## src/rtl/ring_poll_pkg.sv

```systemverilog
package ring_poll_pkg;
  typedef enum logic [1:0] {
    ST_IDLE    = 2'd0,
    ST_FETCH   = 2'd1,
    ST_PRESENT = 2'd2
  } poll_st_e;

  localparam int          DB_ACTIVE_BIT = 24;
  localparam int unsigned DB_OFFSET     = 'h14;
endpackage

```

## src/rtl/doorbell_flag.sv

```systemverilog
module doorbell_flag
  import ring_poll_pkg::*;
#(
  parameter int REG_AW = 8
) (
  input  logic              clk_i,
  input  logic              rst_ni,
  input  logic              reg_wr_i,
  input  logic [REG_AW-1:0] reg_addr_i,
  input  logic              eth_en_i,
  input  logic              soft_rst_i,
  input  logic              self_clr_i,
  output logic              active_o,
  output logic [31:0]       reg_rdata_o
);
  logic hit, db_wr, en_q, en_fall, active_q;

  assign hit     = (reg_addr_i == REG_AW'(DB_OFFSET));
  assign db_wr   = reg_wr_i & hit;
  assign en_fall = en_q & ~eth_en_i;

  always_ff @(posedge clk_i or negedge rst_ni) begin
    if (!rst_ni) begin
      active_q <= 1'b0;
      en_q     <= 1'b0;
    end else begin
      en_q <= eth_en_i;
      if (soft_rst_i || en_fall) active_q <= 1'b0;
      else if (db_wr)            active_q <= 1'b1;  // write beats self-clear
      else if (self_clr_i)       active_q <= 1'b0;
    end
  end

  assign active_o = active_q;

  always_comb begin
    reg_rdata_o = '0;
    reg_rdata_o[DB_ACTIVE_BIT] = hit & active_q;
  end


  a_r1_write_sets: assert property (@(posedge clk_i) disable iff (!rst_ni)
    (db_wr && !soft_rst_i && !en_fall) |=> active_o);

  a_r2_reserved_zero: assert property (@(posedge clk_i) disable iff (!rst_ni)
    (reg_rdata_o & ~(32'h1 << DB_ACTIVE_BIT)) == 32'h0);

  a_r6_self_clear: assert property (@(posedge clk_i) disable iff (!rst_ni)
    (self_clr_i && !db_wr) |=> !active_o);

  a_r10_en_fall: assert property (@(posedge clk_i) disable iff (!rst_ni)
    (en_q && !eth_en_i) |=> !active_o);

  a_r11_soft_rst: assert property (@(posedge clk_i) disable iff (!rst_ni)
    soft_rst_i |=> !active_o);
endmodule

```

## src/rtl/ring_ptr.sv

```systemverilog
module ring_ptr #(
  parameter int DEPTH = 8,
  parameter int IDX_W = 3
) (
  input  logic             clk_i,
  input  logic             rst_ni,
  input  logic             clr_i,
  input  logic             adv_i,
  input  logic             wrap_i,
  output logic [IDX_W-1:0] idx_o
);
  localparam logic [IDX_W-1:0] LAST = IDX_W'(DEPTH - 1);

  logic [IDX_W-1:0] idx_q;

  always_ff @(posedge clk_i or negedge rst_ni) begin
    if (!rst_ni)    idx_q <= '0;
    else if (clr_i) idx_q <= '0;
    else if (adv_i) idx_q <= (wrap_i || idx_q == LAST) ? '0 : idx_q + 1'b1;
  end

  assign idx_o = idx_q;


  a_r8_idx_still: assert property (@(posedge clk_i) disable iff (!rst_ni)
    !(adv_i || clr_i) |=> $stable(idx_o));

  a_r9_in_range: assert property (@(posedge clk_i) disable iff (!rst_ni)
    idx_o <= LAST);
endmodule

```

## src/rtl/poll_fsm.sv

```systemverilog
module poll_fsm
  import ring_poll_pkg::*;
#(
  parameter int DESC_W    = 32,
  parameter int READY_BIT = 31,
  parameter int WRAP_BIT  = 29
) (
  input  logic              clk_i,
  input  logic              rst_ni,
  input  logic              run_i,
  input  logic              mem_rvalid_i,
  input  logic [DESC_W-1:0] mem_rdata_i,
  input  logic              desc_ready_i,
  output logic              mem_req_o,
  output logic              desc_valid_o,
  output logic [DESC_W-1:0] desc_data_o,
  output logic              self_clr_o,
  output logic              adv_o,
  output logic              wrap_o
);
  poll_st_e st_q, st_d;
  logic [DESC_W-1:0] data_q;
  logic owned, take;

  assign owned = mem_rdata_i[READY_BIT];
  assign take  = (st_q == ST_FETCH) & run_i & mem_rvalid_i & owned;

  always_comb begin
    st_d = st_q;
    unique case (st_q)
      ST_IDLE:    if (run_i) st_d = ST_FETCH;
      ST_FETCH:   if (!run_i) st_d = ST_IDLE;
                  else if (mem_rvalid_i) st_d = owned ? ST_PRESENT : ST_IDLE;
      ST_PRESENT: if (!run_i) st_d = ST_IDLE;
                  else if (desc_ready_i) st_d = ST_FETCH;
      default:    st_d = ST_IDLE;
    endcase
  end

  always_ff @(posedge clk_i or negedge rst_ni) begin
    if (!rst_ni) begin
      st_q   <= ST_IDLE;
      data_q <= '0;
    end else begin
      st_q <= st_d;
      if (take) data_q <= mem_rdata_i;
    end
  end

  assign mem_req_o    = (st_q == ST_FETCH);
  assign desc_valid_o = (st_q == ST_PRESENT);
  assign desc_data_o  = data_q;
  assign self_clr_o   = (st_q == ST_FETCH) & run_i & mem_rvalid_i & ~owned;
  assign adv_o        = (st_q == ST_PRESENT) & run_i & desc_ready_i;
  assign wrap_o       = data_q[WRAP_BIT];


  a_r4_req_start: assert property (@(posedge clk_i) disable iff (!rst_ni)
    $rose(mem_req_o) |-> $past(run_i));

  a_r5_req_hold: assert property (@(posedge clk_i) disable iff (!rst_ni)
    (mem_req_o && !mem_rvalid_i && run_i) |=> mem_req_o);

  a_r6_stop: assert property (@(posedge clk_i) disable iff (!rst_ni)
    self_clr_o |=> (!mem_req_o && !desc_valid_o));

  a_r8_desc_hold: assert property (@(posedge clk_i) disable iff (!rst_ni)
    (desc_valid_o && !desc_ready_i && run_i) |=> (desc_valid_o && $stable(desc_data_o)));
endmodule

```

## src/rtl/ring_doorbell_poller.sv

```systemverilog
module ring_doorbell_poller #(
  parameter int          RING_DEPTH  = 8,
  parameter int          ADDR_W      = 16,
  parameter int          DESC_W      = 32,
  parameter int unsigned RING_BASE   = 'h100,
  parameter int unsigned DESC_STRIDE = 8,
  parameter int          READY_BIT   = 31,
  parameter int          WRAP_BIT    = 29,
  parameter int          REG_AW      = 8,
  localparam int         IDX_W       = (RING_DEPTH > 1) ? $clog2(RING_DEPTH) : 1
) (
  input  logic              clk_i,
  input  logic              rst_ni,
  input  logic              reg_wr_i,
  input  logic [REG_AW-1:0] reg_addr_i,
  input  logic [31:0]       reg_wdata_i,
  output logic [31:0]       reg_rdata_o,
  input  logic              eth_en_i,
  input  logic              soft_rst_i,
  output logic              active_o,
  output logic              mem_req_o,
  output logic [ADDR_W-1:0] mem_addr_o,
  input  logic              mem_rvalid_i,
  input  logic [DESC_W-1:0] mem_rdata_i,
  output logic              desc_valid_o,
  output logic [DESC_W-1:0] desc_data_o,
  output logic [IDX_W-1:0]  desc_idx_o,
  input  logic              desc_ready_i
);
  localparam logic [ADDR_W-1:0] BASE_A = ADDR_W'(RING_BASE);

  logic [31:0] wdata_unused;
  logic active, run, self_clr, adv, wrap;
  logic [IDX_W-1:0] idx;

  assign wdata_unused = reg_wdata_i;  // doorbell ignores the data value
  assign run = active & eth_en_i & ~soft_rst_i;

  doorbell_flag #(.REG_AW(REG_AW)) i_flag (
    .clk_i      (clk_i),
    .rst_ni     (rst_ni),
    .reg_wr_i   (reg_wr_i),
    .reg_addr_i (reg_addr_i),
    .eth_en_i   (eth_en_i),
    .soft_rst_i (soft_rst_i),
    .self_clr_i (self_clr),
    .active_o   (active),
    .reg_rdata_o(reg_rdata_o)
  );

  poll_fsm #(.DESC_W(DESC_W), .READY_BIT(READY_BIT), .WRAP_BIT(WRAP_BIT)) i_fsm (
    .clk_i       (clk_i),
    .rst_ni      (rst_ni),
    .run_i       (run),
    .mem_rvalid_i(mem_rvalid_i),
    .mem_rdata_i (mem_rdata_i),
    .desc_ready_i(desc_ready_i),
    .mem_req_o   (mem_req_o),
    .desc_valid_o(desc_valid_o),
    .desc_data_o (desc_data_o),
    .self_clr_o  (self_clr),
    .adv_o       (adv),
    .wrap_o      (wrap)
  );

  ring_ptr #(.DEPTH(RING_DEPTH), .IDX_W(IDX_W)) i_ptr (
    .clk_i (clk_i),
    .rst_ni(rst_ni),
    .clr_i (soft_rst_i),
    .adv_i (adv),
    .wrap_i(wrap),
    .idx_o (idx)
  );

  generate
    if (DESC_STRIDE > 0 && (DESC_STRIDE & (DESC_STRIDE - 1)) == 0) begin : g_shift
      assign mem_addr_o = BASE_A + (ADDR_W'(idx) << $clog2(DESC_STRIDE));
    end else begin : g_mul
      localparam logic [ADDR_W-1:0] STRIDE_A = ADDR_W'(DESC_STRIDE);
      assign mem_addr_o = BASE_A + ADDR_W'(idx) * STRIDE_A;
    end
  endgenerate

  assign active_o   = active;
  assign desc_idx_o = idx;


  a_r5_addr_stable: assert property (@(posedge clk_i) disable iff (!rst_ni)
    (mem_req_o && !mem_rvalid_i && run) |=> $stable(mem_addr_o));

  a_r11_idx_rewind: assert property (@(posedge clk_i) disable iff (!rst_ni)
    soft_rst_i |=> (desc_idx_o == '0));
endmodule

```

## config.mk

```make
export PLATFORM = sky130hd
export DESIGN_NAME = ring_doorbell_poller
export DESIGN_NICKNAME = d
export VERILOG_FILES = /design/src/rtl/ring_poll_pkg.sv /design/src/rtl/doorbell_flag.sv /design/src/rtl/ring_ptr.sv /design/src/rtl/poll_fsm.sv /design/src/rtl/ring_doorbell_poller.sv
export SDC_FILE = /design/constraint.sdc
export NUM_CORES = 1
export LEC_CHECK = 0
export BUFFER_PORTS_ARGS = -buffer_cell sky130_fd_sc_hd__buf_2
export CAP_MARGIN = 20
export CORE_MARGIN = 3
export CORE_UTILIZATION = 36
export CTS_CLUSTER_SIZE = 28
export DETAILED_ROUTE_END_ITERATION = 16
export GPL_TIMING_DRIVEN = 1
export PLACE_DENSITY = 0.81
export SLEW_MARGIN = 0
export SYNTH_ARGS = -nofsm -noshare
export SYNTH_HDL_FRONTEND = slang
export SYNTH_HIERARCHICAL = 1
export SYNTH_SLANG_ARGS = --single-unit
```

## constraint.sdc

```tcl
create_clock -name clk_i -period 1.4 [get_ports clk_i]
set_input_delay 0.07 -clock clk_i [delete_from_list [all_inputs] [get_ports clk_i]]
set_output_delay 0.07 -clock clk_i [all_outputs]
set_load 0.005 [all_outputs]
```

=== Word-level counts from Yosys, hierarchy flattened ===
Index checks and enable logic that the tools add are counted.

* Add/subtract/negate cells: 2
* Multiply operators: 0
* Div/mod/pow operators: 0
* Order comparisons: 0
* Eq/ne operators: 7
* Shift-type cells: 0
* Mux-type cells: 13
* Bitwise gates (word level): 14
* Reduce and logical (&&, ||, !) cells: 6

{| class="wikitable"
|+ Operators by type and width
! cell !! count
|-
| $mux W2 || 6
|-
| $and A1 B1 Y1 || 11
|-
| $add A9 B6 Y10 const A || 1
|-
| $mux W3 || 3
|-
| $eq A8 B5 Y1 const B || 1
|-
| $ne A3 B3 Y1 const B || 2
|-
| $pmux W2 S3 || 1
|-
| $add A3 B1 Y3 const B || 1
|-
| $eq A3 B3 Y1 const B || 1
|-
| $mux W1 || 3
|-
| $not A1 Y1 || 3
|-
| $reduce_and A3 Y1 || 1
|-
| $reduce_bool A3 Y1 || 1
|-
| $eq A2 B1 Y1 const B || 1
|-
| $eq A2 B2 Y1 const B || 1
|-
| $logic_not A2 Y1 || 1
|-
| $logic_or A1 B1 Y1 || 2
|-
| $ne A2 B1 Y1 const B || 1
|-
| $reduce_bool A2 Y1 || 1
|}

* Bits in registers: 39
* Latch bits: 0
* Memory bits (writable): 0
* Memory bits (read-only): 0
* Input bits: 79
* Output and inout port bits: 86
* Word-level logic and storage cells: 47
* Memories kept: 0

=== Longest topological paths before layout ===
Gate-level depths: netlist (run 1).

* Word-level depth: 8
* Depth in mapped cells: 5
* Depth with buffers taken out: 5

=== Modules after synthesis ===
Netlist (run 1), hierarchy kept.

{| class="wikitable"
|+ Modules (own cells, without submodules)
! module !! times used !! cells an instance !! area each (um^2) !! sequential area each (um^2)
|-
| poll_fsm || 1 || 81 || 1,437.6 || 850.8
|-
| doorbell_flag || 1 || 41 || 352.8 || 50.0
|-
| ring_ptr || 1 || 14 || 166.4 || 75.1
|-
| ring_doorbell_poller || 1 || 19 || 136.4 || 0.0
|}

=== Worst setup path before layout (run 1) ===
OpenSTA, ideal clock, no wires.

* Path type: register -> register
* Start: reg i_ptr.idx_q[0], in the netlist i_ptr/idx_o[0]
* End: reg i_ptr.idx_q[0], in the netlist i_ptr/idx_o[0]
* Library setup time: 77 ps
* Arrival: 1,404 ps
* Required time: 1,323 ps
* Setup slack: -82 ps
* Stages on the path, launching flop included: 5
* Path buffers: 0
* Period minus slack after synthesis: 1,482 ps
* Cell sequence: dfrtp_1 -> ha_1 -> ha_1 -> or4b_1 -> a21oi_1

* Longest elaborated chain between the ends: 5
* Elaborated cells between the ends (all ways): 6
* Classes of those cells: add/sub: 1; eq/ne: 1; mux: 3; reduce/logical: 1

{| class="wikitable"
|+ RTL lines
! element !! RTL line !! text
|-
| start: declaration || ring_ptr.sv:14 || <nowiki>logic [IDX_W-1:0] idx_q;</nowiki>
|-
| start signal: assignment || ring_ptr.sv:19 || <nowiki>else if (adv_i) idx_q <= (wrap_i || idx_q == LAST) ? '0 : idx_q + 1'b1;</nowiki>
|-
| parallel branches: the longest is 2 deep, another holds $add A3 B1 Y3 || n/a ||
|-
| $mux W3 * (2 in series) || ring_ptr.sv:19 ||
|-
| $mux W3 * || ring_ptr.sv:18 || <nowiki>else if (clr_i) idx_q <= '0;</nowiki>
|}

Every way passes the cells marked *. The select of a mux whose other input is x is not followed.
A chain may end at the register's enable or synchronous reset.

=== Final worst setup path (run 1) ===
* Start: reg i_fsm.st_q[0]
* End: reg i_ptr.idx_q[0], in the netlist i_ptr/idx_o[0]

* Longest elaborated chain between the ends: 4

{| class="wikitable"
|+ RTL lines
! element !! RTL line !! text
|-
| start: declaration || poll_fsm.sv:21 || <nowiki>poll_st_e st_q, st_d;</nowiki>
|-
| start signal: assignment || poll_fsm.sv:45 || <nowiki>st_q <= st_d;</nowiki>
|-
| $eq A2 B2 Y1 || poll_fsm.sv:54 || <nowiki>assign adv_o = (st_q == ST_PRESENT) & run_i & desc_ready_i;</nowiki>
|-
| $and A1 B1 Y1 (2 in series) || poll_fsm.sv:54 ||
|-
| via adv || ring_doorbell_poller.sv:33 || <nowiki>logic active, run, self_clr, adv, wrap;</nowiki>
|-
| $reduce_bool A2 Y1 (no line) || n/a ||
|}

The timed path passes the listed nets, and every way through them passes these cells.

==> flow_metrics.py, run 1 <==
metrics = {
    "min_path": {
        "hold_path_depth": 2,
        "holdCritStartpoint": "mem_rdata_i[4]",
        "hold_path_class": "primary input to register",
        "min_to": "i_fsm/desc_data_o[4]",
    },
    "critical_path": {
        "worstSetupPathType": "register to register",
        "reg2reg_slack_ns": -0.03,
        "cp_max_fo": 3,
        "slowest_stage": "or4b_4",
        "max_stage_delay_ns": 0.45,
        "cp.buffers_inverters": 0,
        "worstPathCellList": "and2b_1 -> and3_4 -> or4b_4 -> a21oi_2",
        "cp-startpoint": "i_fsm/st_q[0]",
        "cp-start-kind": "register",
        "cp_data_required_time_ns": 1.62,
        "r2r-end": "i_ptr/idx_o[0]",
        "crit_family": "simple AND/OR/NAND/NOR gates",
        "cp-end-kind": "register",
        "r2r_cells": 4,
        "r2r-start": "i_fsm/st_q[0]",
        "cp_data_arrival_time_ns": 1.65,
    },
    "placement": {
        "place.gp.congestion": 0.783,
        "dp_slack_ns": -0.0563,
        "hpwlAfterDp_um": 3050,
        "io_buffers": 88,
        "place_area_um2": 2490,
    },
    "run_status": {
        "violations": "negative setup slack",
        "status": "finished, violations left",
    },
    "clock_tree": {
        "htreeDepth": 2,
        "clk_pin_slew_worst_paths_ns": 0.08,
        "cts.sinks": 39,
        "clockBufferDepth": 2,
        "numCtsBuffers": 5,
        "cts_tree": "built",
        "clock-root-buffer": "clkbuf_8",
        "clock_latency_ns": 0.28,
    },
    "finish": {
        "final_util": 0.490,
        "syn2layout_area_growth_pct": 30.4,
        "drive_gt1_frac": 0.594,
        "fin_nets": 341,
        "fin_area_um2": 2730,
        "antennaDiodeCount": 0,
        "num-fill-cells": 524,
    },
    "sta": {
        "skew_ns": 0.00569,
        "maxSlewViolCount": 0,
        "post-route-period-util": 1.02,
        "rsz0062_at_grt": "yes",
        "max_clock_freq_mhz": 700,
        "finalWorstSetupSlack_ns": -0.0296,
        "finalSetupViolCount": 4,
        "finalHoldViolations": 0,
        "finalCriticalPeriod_ns": 1.43,
    },
    "yosys": {
        "syn_area_um2": 2090,
        "synth-seq-cells": 39,
        "synthCells": 155,
        "synth_top_cell_by_area": "dfrtp_1",
        "synthTopCellsByArea": "dfrtp_1, mux2_4, buf_4",
        "synth_top_area_frac": 0.466,
        "avgSynthCellArea_um2": 13.5,
        "ys_types": 26,
        "ys_warn_count": 6,
        "ys_seq_area_frac": 0.466,
    },
    "die": {
        "die_h_um": 82.3,
        "die_x_um": 82.3,
        "die_area_um2": 6770,
        "start_util": 0.376,
        "ioPinCount": 165,
        "rows": 27,
        "core_area_um2": 5570,
    },
    "route": {
        "antenna_left": 0,
        "first_pass_iters": 4,
        "vias_per_cell": 4.15,
        "drcViolationCount": 0,
        "first_iter_violations": 43,
        "wl_per_cell_um": 12.9,
        "drt_wl_total_um": 4300,
        "num_vias": 1381,
    },
    "global_routing": {
        "grt_max_degree": 40,
        "grt_pass1_vias": 1290,
        "grt_overflow": 0,
        "grt_pass1_wl_um": 6040,
        "antenna_found_initial": 0,
        "track_usage": 0.118,
    },
    "pwr": {
        "ir_drop_mv": 0.390,
        "power_density_nw_per_um2": 771,
        "p_leak_nw": 1.65,
    },
    "run": {
        "cap_viol_max_count": 0,
    },
}
cell usage after synthesis:
library cell	number
a21oi_1	3
a221oi_2	1
and2_1	1
and2b_1	1
and3_1	2
and3b_1	1
buf_4	48
buf_6	3
conb_1	3
dfrtp_1	39
ha_1	2
inv_1	1
mux2_2	3
mux2_4	28
nand2_1	1
nand2b_1	5
nand3_1	2
nand4_4	1
nand4bb_1	2
nor2_1	1
nor2b_1	1
nor2b_4	1
nor4b_2	2
o21ai_0	1
o22ai_1	1
or4b_1	1
cell type report:
| cell class | instances | area, um^2 | area share |
|---|---|---|---|
| inverter | 1 | 3.75 | 0.00137 |
| tap | 72 | 90.1 | 0.0330 |
| multi-input combinational | 105 | 910 | 0.333 |
| sequential | 39 | 976 | 0.357 |
| clock inverter | 1 | 7.51 | 0.00275 |
| clock buffer | 7 | 96.3 | 0.0353 |
| timing repair buffer | 108 | 647 | 0.237 |
logic make-up after synthesis:
group | after synthesis | synth area share
AOI/OAI and AO/OA | 6 | 0.0197
DFF | 39 | 0.466
muxes | 31 | 0.217
buffers and inverters | 52 | 0.190
and+or+nand+nor | 22 | 0.0897
adders and majority gates | 2 | 0.0120
other | 3 | 0.00538
registers in the layout (all words and copies together), names as in the netlist:
register           count
i_flag/active_o        1
i_flag/en_q            1
i_fsm/desc_data_o     32
i_ptr/idx_o            3
i_fsm/st_q             2
layer usage:
metal	wire [um]	vias up	global-route usage	share of wire
li1	-	638	-	-
met1	1680	653	0.147	0.39
met2	2110	86	0.189	0.49
met3	481	4	0.0401	0.11
met4	29	0	0.0449	0.0067
met5	0	-	0	0
worst max path at each step:
| stage | end | slack [ns] | cells past startpoint |
|---|---|---|---|
| 2_1_floorplan | i_ptr/idx_o[0] | -0.04 | 4 |
| 3_3_place_gp | i_ptr/idx_o[0] | -0.03 | 4 |
| 3_5_place_dp | i_ptr/idx_o[0] | -0.06 | 4 |
| 4_1_cts | i_ptr/idx_o[0] | -0.02 | 4 |
| 5_1_grt | i_ptr/idx_o[0] | -0.08 | 4 |
| 6_report | i_ptr/idx_o[0] | -0.03 | 4 |
layout by cell type (no fill, tap or decap), types with 3 or more instances in the layout:
cell type	count
nand2b_1	4
buf_4	12
dfrtp_1	39
mux2_4	28
conb_1	44
buf_2	88
dlygate4sd3_1	4
clkbuf_8	7
mux2_2	3
timing repair:
item                       4_1_cts  5_1_grt
pin swaps                        4        1
hold buffers                     2        2
gates cloned                     0        2
setup endpoints to repair        1       20
hold endpoints to repair        40        2
gates resized for setup          1        3
buffers inserted                 1        3
through the flow:
step / hold slack (ns) / cells / TNS, ns / power, mW
5_1_grt: 0.000227 / 333 / -1.22 / 2.23
3_3_place_gp: 0.150 / 315 / -0.0280 / 1.28
2_1_floorplan: -0.226 / 196 / -0.0400 / 1.27
3_5_place_dp: 0.162 / 315 / -0.0563 / 1.28
6_report: 0.0132 / 333 / -0.0395 / 2.11
4_1_cts: 0.000334 / 326 / -0.0225 / 2.15
report_power, final:
part,switching (mW),internal (mW)
sequential,0.000616,1.13
combinational,0.0789,0.0607
clock,0.390,0.448
total,0.469,1.64
Note: power is estimated with default switching activity, not from simulation.
==> run 2, diff against run 1 <==
==> constraint.sdc (replaced) <==
create_clock -name clk_i -period 1.4 [get_ports clk_i]
set_input_delay 0.14 -clock clk_i [delete_from_list [all_inputs] [get_ports clk_i]]
set_output_delay 0.14 -clock clk_i [all_outputs]
set_load 0.005 [all_outputs]
==> run 2 against run 1 <==
  * The run still ends with negative setup slack left
  * Core utilization rose by 0.067 points
  * Worst setup slack got worse by 0.015 ns
  * Sequential power barely moved
  * Total power rose by 13%
  * Clock skew fell by 0.00054 ns
  * Non-clock buffer count fell by 4
  * Worst hold slack improved by 0.063 ns
  * Via count fell by 0.58%
  * Sequential share of layout area barely moved
  * Combinational power fell by 4%
  * Register-to-register slack barely moved
  * Critical path type unchanged
  * Largest cell class unchanged
==> flow_metrics.py, run 2 (synthesis gave the netlist of run 1 again) <==
metrics = {
    "run_status": {
        "status": "finished, violations left",
        "violations": "negative setup slack",
    },
    "placement": {
        "place.gp.congestion": 0.772,
        "dp_slack_ns": -0.0636,
        "numPlacedInstances": 315,
        "hpwlAfterDp_um": 3020,
        "io_buffers": 88,
    },
    "die": {
        "die_x_um": 82.3,
        "core_area_um2": 5570,
        "die_h_um": 82.3,
        "die_area_um2": 6770,
        "start_util": 0.376,
        "ioPinCount": 165,
        "rows": 27,
    },
    "critical_path": {
        "worstPathCellList": "ha_2 -> ha_4 -> or4b_4 -> a21oi_2",
        "max_stage_delay_ns": 0.47,
        "cp_max_fo": 2,
        "cp-start-kind": "register",
        "cp.buffers_inverters": 0,
        "worstSetupPathType": "register to register",
        "crit_family": "simple AND/OR/NAND/NOR gates",
        "slowest_stage": "or4b_4",
        "cp_data_arrival_time_ns": 1.67,
        "cp_data_required_time_ns": 1.62,
        "cp-end-kind": "register",
    },
    "route": {
        "vias_per_cell": 4.17,
        "num_vias": 1373,
        "first_pass_iters": 4,
        "drcViolationCount": 0,
        "first_iter_violations": 33,
        "antenna_left": 0,
        "wl_per_cell_um": 12.4,
        "drt_wl_total_um": 4090,
    },
    "sta": {
        "rsz0062_at_grt": "yes",
        "maxSlewViolCount": 0,
        "finalSetupViolCount": 29,
        "finalWorstSetupSlack_ns": -0.0445,
        "finalHoldViolations": 0,
        "setup_tns_ns": -0.511,
        "skew_ns": 0.00514,
        "post-route-period-util": 1.03,
        "finalCriticalPeriod_ns": 1.44,
        "max_clock_freq_mhz": 692,
    },
    "clock_tree": {
        "clock_latency_ns": 0.29,
        "cts_tree": "built",
        "clock-root-buffer": "clkbuf_8",
        "numCtsBuffers": 5,
        "clockBufferDepth": 2,
        "cts.sinks": 39,
        "htreeDepth": 2,
        "clk_pin_slew_worst_paths_ns": 0.08,
    },
    "pwr": {
        "p_sw_frac": 0.201,
        "p_leak_nw": 1.65,
        "combPwrFrac": 0.057,
        "seqPwrFrac": 0.476,
        "power_switching_mw": 0.476,
        "power.internal_mw": 1.89,
        "clkPwrFrac": 0.467,
        "power_mw": 2.37,
        "ir_drop_mv": 0.614,
        "power_density_nw_per_um2": 867,
    },
    "global_routing": {
        "track_usage": 0.119,
        "grt_overflow": 0,
        "grt_max_degree": 40,
        "antenna_found_initial": 0,
        "grt_pass1_wl_um": 6030,
        "grt_pass1_vias": 1283,
    },
    "finish": {
        "drive_gt1_frac": 0.595,
        "syn2layout_area_growth_pct": 30.6,
        "stdcell_count": 329,
        "final_common_cell": "buf_2",
        "largest_reg_flops": 32,
        "antennaDiodeCount": 0,
        "final_cell_mix": "buf_2, conb_1, dfrtp_1",
        "fin_nets": 337,
    },
    "run": {
        "cap_viol_max_count": 0,
    },
    "min_path": {
        "hold_path_class": "primary input to register",
    },
}
-- run 2: cell count changes in the layout (fill, tap and decap cells not counted), sizes merged --
cell and change:
buf -2, dlygate4sd3 -2, bufinv +2, clkbuf -2
-- run 2: power groups by stage --
stage	clock [mW]	combinational, mW	sequential [mW]
after floorplan	0	0.121	1.15
final	1.11	0.135	1.13
after detailed placement	0	0.131	1.15
after CTS	1.15	0.135	1.13
after global routing	1.20	0.162	1.13
after global placement	0	0.127	1.15
-- run 2: metrics by stage --
| stage | utilization | instance area, um^2 | hold slack [ns] |
|---|---|---|---|
| 2_1_floorplan | - | 2260 | -0.156 |
| 3_3_place_gp | 0.448 | 2490 | 0.222 |
| 3_5_place_dp | 0.448 | 2490 | 0.229 |
| 4_1_cts | 0.480 | 2680 | 0.0648 |
| 5_1_grt | 0.490 | 2730 | 0.0589 |
| 6_report | 0.490 | 2730 | 0.0766 |
-- run 2: layer usage --
layer	part of all wire	global-route usage	vias to the layer above
li1	-	-	630
met1	0.39	0.146	646
met2	0.48	0.185	91
met3	0.12	0.0477	6
met4	0.013	0.0482	0
met5	0	0	-
-- run 2: cell type report --
| class | count | area (um^2) |
|---|---|---|
| clock buffer | 5 | 68.8 |
| multi-input combinational | 105 | 910 |
| tap | 72 | 90.1 |
| inverter | 1 | 3.75 |
| clock inverter | 3 | 67.6 |
| fill | 510 | 2840 |
| timing repair buffer | 104 | 618 |
| sequential | 39 | 976 |
-- run 2: worst paths after layout --
path	start	to	slack, ns	depth (start not counted)
max	i_ptr/idx_o[0]	i_ptr/idx_o[0]	-0.04	4
min	desc_ready_i	i_fsm/st_q[1]	0.08	2
max reg2reg	i_ptr/idx_o[0]	i_ptr/idx_o[0]	-0.04	4
min reg2reg	i_flag/en_q	i_flag/active_o	0.43	1
max in group asynchronous	rst_ni	i_fsm/desc_data_o[21]	0.61	3
min in group asynchronous	rst_ni	i_fsm/desc_data_o[18]	0.44	3
-- run 2: repair_timing --
item | CTS | global route
hold buffers | 2 | 0
setup buffers | 2 | 1
pin swaps | 4 | 1
resized for setup | 1 | 5
endpoints found under the setup margin | 2 | 31
endpoints found under the hold margin | 40 | 0
cloned | 0 | 1
==> run 3, diff against run 2 <==
REMOVE_ABC_BUFFERS = 1   (was unset)
==> run 3 against run 2 <==
  * The flow still finishes with violations (negative setup slack)
  * Via count rose by 1.7%
  * Global-route usage barely moved
  * Worst setup slack got worse by 0.022 ns
  * Core utilization fell by 0.74 points
  * Count of clock-buffer cells in the layout rose by 2
  * Total power fell by 16%
  * Sequential power barely moved
==> flow_metrics.py, run 3 (synthesis gave the netlist of run 1 again) <==
metrics = {
    "sta": {
        "setup_tns_ns": -0.499,
        "skew_ns": 0.00796,
        "finalCriticalPeriod_ns": 1.47,
        "fin_hold_ws_ns": 0.0849,
        "rsz0062_at_grt": "yes",
        "maxSlewViolCount": 0,
        "finalWorstSetupSlack_ns": -0.0667,
        "finalSetupViolCount": 26,
        "post-route-period-util": 1.05,
        "max_clock_freq_mhz": 682,
        "finalHoldViolations": 0,
    },
    "route": {
        "antenna_left": 0,
        "vias_per_cell": 4.22,
        "wl_per_cell_um": 12.9,
        "first_pass_iters": 4,
        "num_vias": 1397,
        "first_iter_violations": 43,
        "drcViolationCount": 0,
        "drt_wl_total_um": 4280,
    },
    "clock_tree": {
        "clock_latency_ns": 0.28,
        "clockBufferDepth": 2,
        "cts_tree": "built",
        "numCtsBuffers": 5,
        "clk_pin_slew_worst_paths_ns": 0.08,
        "cts.sinks": 39,
        "htreeDepth": 2,
        "clock-root-buffer": "clkbuf_8",
    },
    "finish": {
        "drive_gt1_frac": 0.587,
        "syn2layout_area_growth_pct": 28.6,
        "final_util": 0.483,
        "final_common_cell": "buf_2",
        "antennaDiodeCount": 0,
        "final_cell_mix": "buf_2, conb_1, dfrtp_1",
        "fin_nets": 339,
        "largest_reg_flops": 32,
        "fin_area_um2": 2690,
        "stdcell_count": 331,
    },
    "min_path": {
        "hold_path_depth": 2,
        "holdCritStartpoint": "mem_rdata_i[15]",
        "hold_path_class": "primary input to register",
    },
    "global_routing": {
        "grt_max_degree": 23,
        "track_usage": 0.119,
        "grt_pass1_wl_um": 5980,
        "grt_overflow": 0,
        "grt_pass1_vias": 1265,
        "antenna_found_initial": 0,
    },
    "die": {
        "rows": 27,
        "start_util": 0.376,
        "ioPinCount": 165,
        "die_h_um": 82.3,
        "core_area_um2": 5570,
        "die_area_um2": 6770,
        "die_x_um": 82.3,
    },
    "placement": {
        "io_buffers": 88,
        "place.gp.congestion": 0.642,
        "dp_slack_ns": -0.0796,
        "numPlacedInstances": 315,
        "hpwlAfterDp_um": 3180,
        "place_area_um2": 2480,
    },
    "critical_path": {
        "slowest_stage": "or4b_4",
        "cp-start-kind": "register",
        "r2r_cells": 4,
        "cp-end-kind": "register",
        "cp_max_fo": 3,
        "r2r-start": "i_fsm/st_q[0]",
        "cp_data_arrival_time_ns": 1.68,
        "max_stage_delay_ns": 0.45,
        "cp-startpoint": "i_fsm/st_q[0]",
        "cp_data_required_time_ns": 1.61,
        "worstPathCellList": "and2b_1 -> and3_4 -> or4b_4 -> a21oi_2",
        "worstSetupPathType": "register to register",
    },
    "run_status": {
        "status": "finished, violations left",
        "violations": "negative setup slack",
    },
    "pwr": {
        "p_leak_nw": 1.64,
        "ir_drop_mv": 0.498,
        "power_density_nw_per_um2": 738,
        "power_mw": 1.99,
    },
    "run": {
        "cap_viol_max_count": 0,
    },
}
[run 3: worst max-delay path, delay by kind of cell, from the launching register on]
family	cells	cell delay, ns
AO/OA/AOI/OAI	1	0.12
flip-flops	1	0.40
AND/OR/NAND/NOR	3	0.87
[run 3: layer usage]
metal / track usage / wire (um)
met1: 0.136 / 1530
met2: 0.208 / 2260
met3: 0.0380 / 453
met4: 0.0399 / 36
met5: 0 / 0
[run 3: area by class of cell]
type / count / area [um^2]
fill: 521 / 2880
sequential: 39 / 976
multi-input combinational: 105 / 902
timing repair buffer: 106 / 639
tap: 72 / 90.1
clock buffer: 7 / 76.3
clock inverter: 1 / 5.00
inverter: 1 / 3.75
[run 3: final timing paths]
path	end	slack, ns
max in group asynchronous	i_fsm/desc_data_o[26]	0.61
min in group asynchronous	i_ptr/idx_o[2]	0.33
min	i_fsm/desc_data_o[15]	0.08
max	i_ptr/idx_o[0]	-0.07
min reg2reg	i_flag/active_o	0.43
max reg2reg	i_ptr/idx_o[0]	-0.07
[run 3: repair_timing]
item	in CTS	in global routing
pin swaps	4	1
hold buffers	2	0
buffers inserted	1	3
gates resized for setup	5	5
gates cloned	0	2
hold endpoints to repair	18	0
endpoints found under the setup margin	13	29
[run 3: power breakdown]
group          switching (mW)  internal [mW]  total [mW]  leakage (nW)
clock                   0.368          0.350       0.718        0.0422
sequential           0.000578           1.13        1.13         0.543
combinational          0.0813         0.0609       0.142          1.05
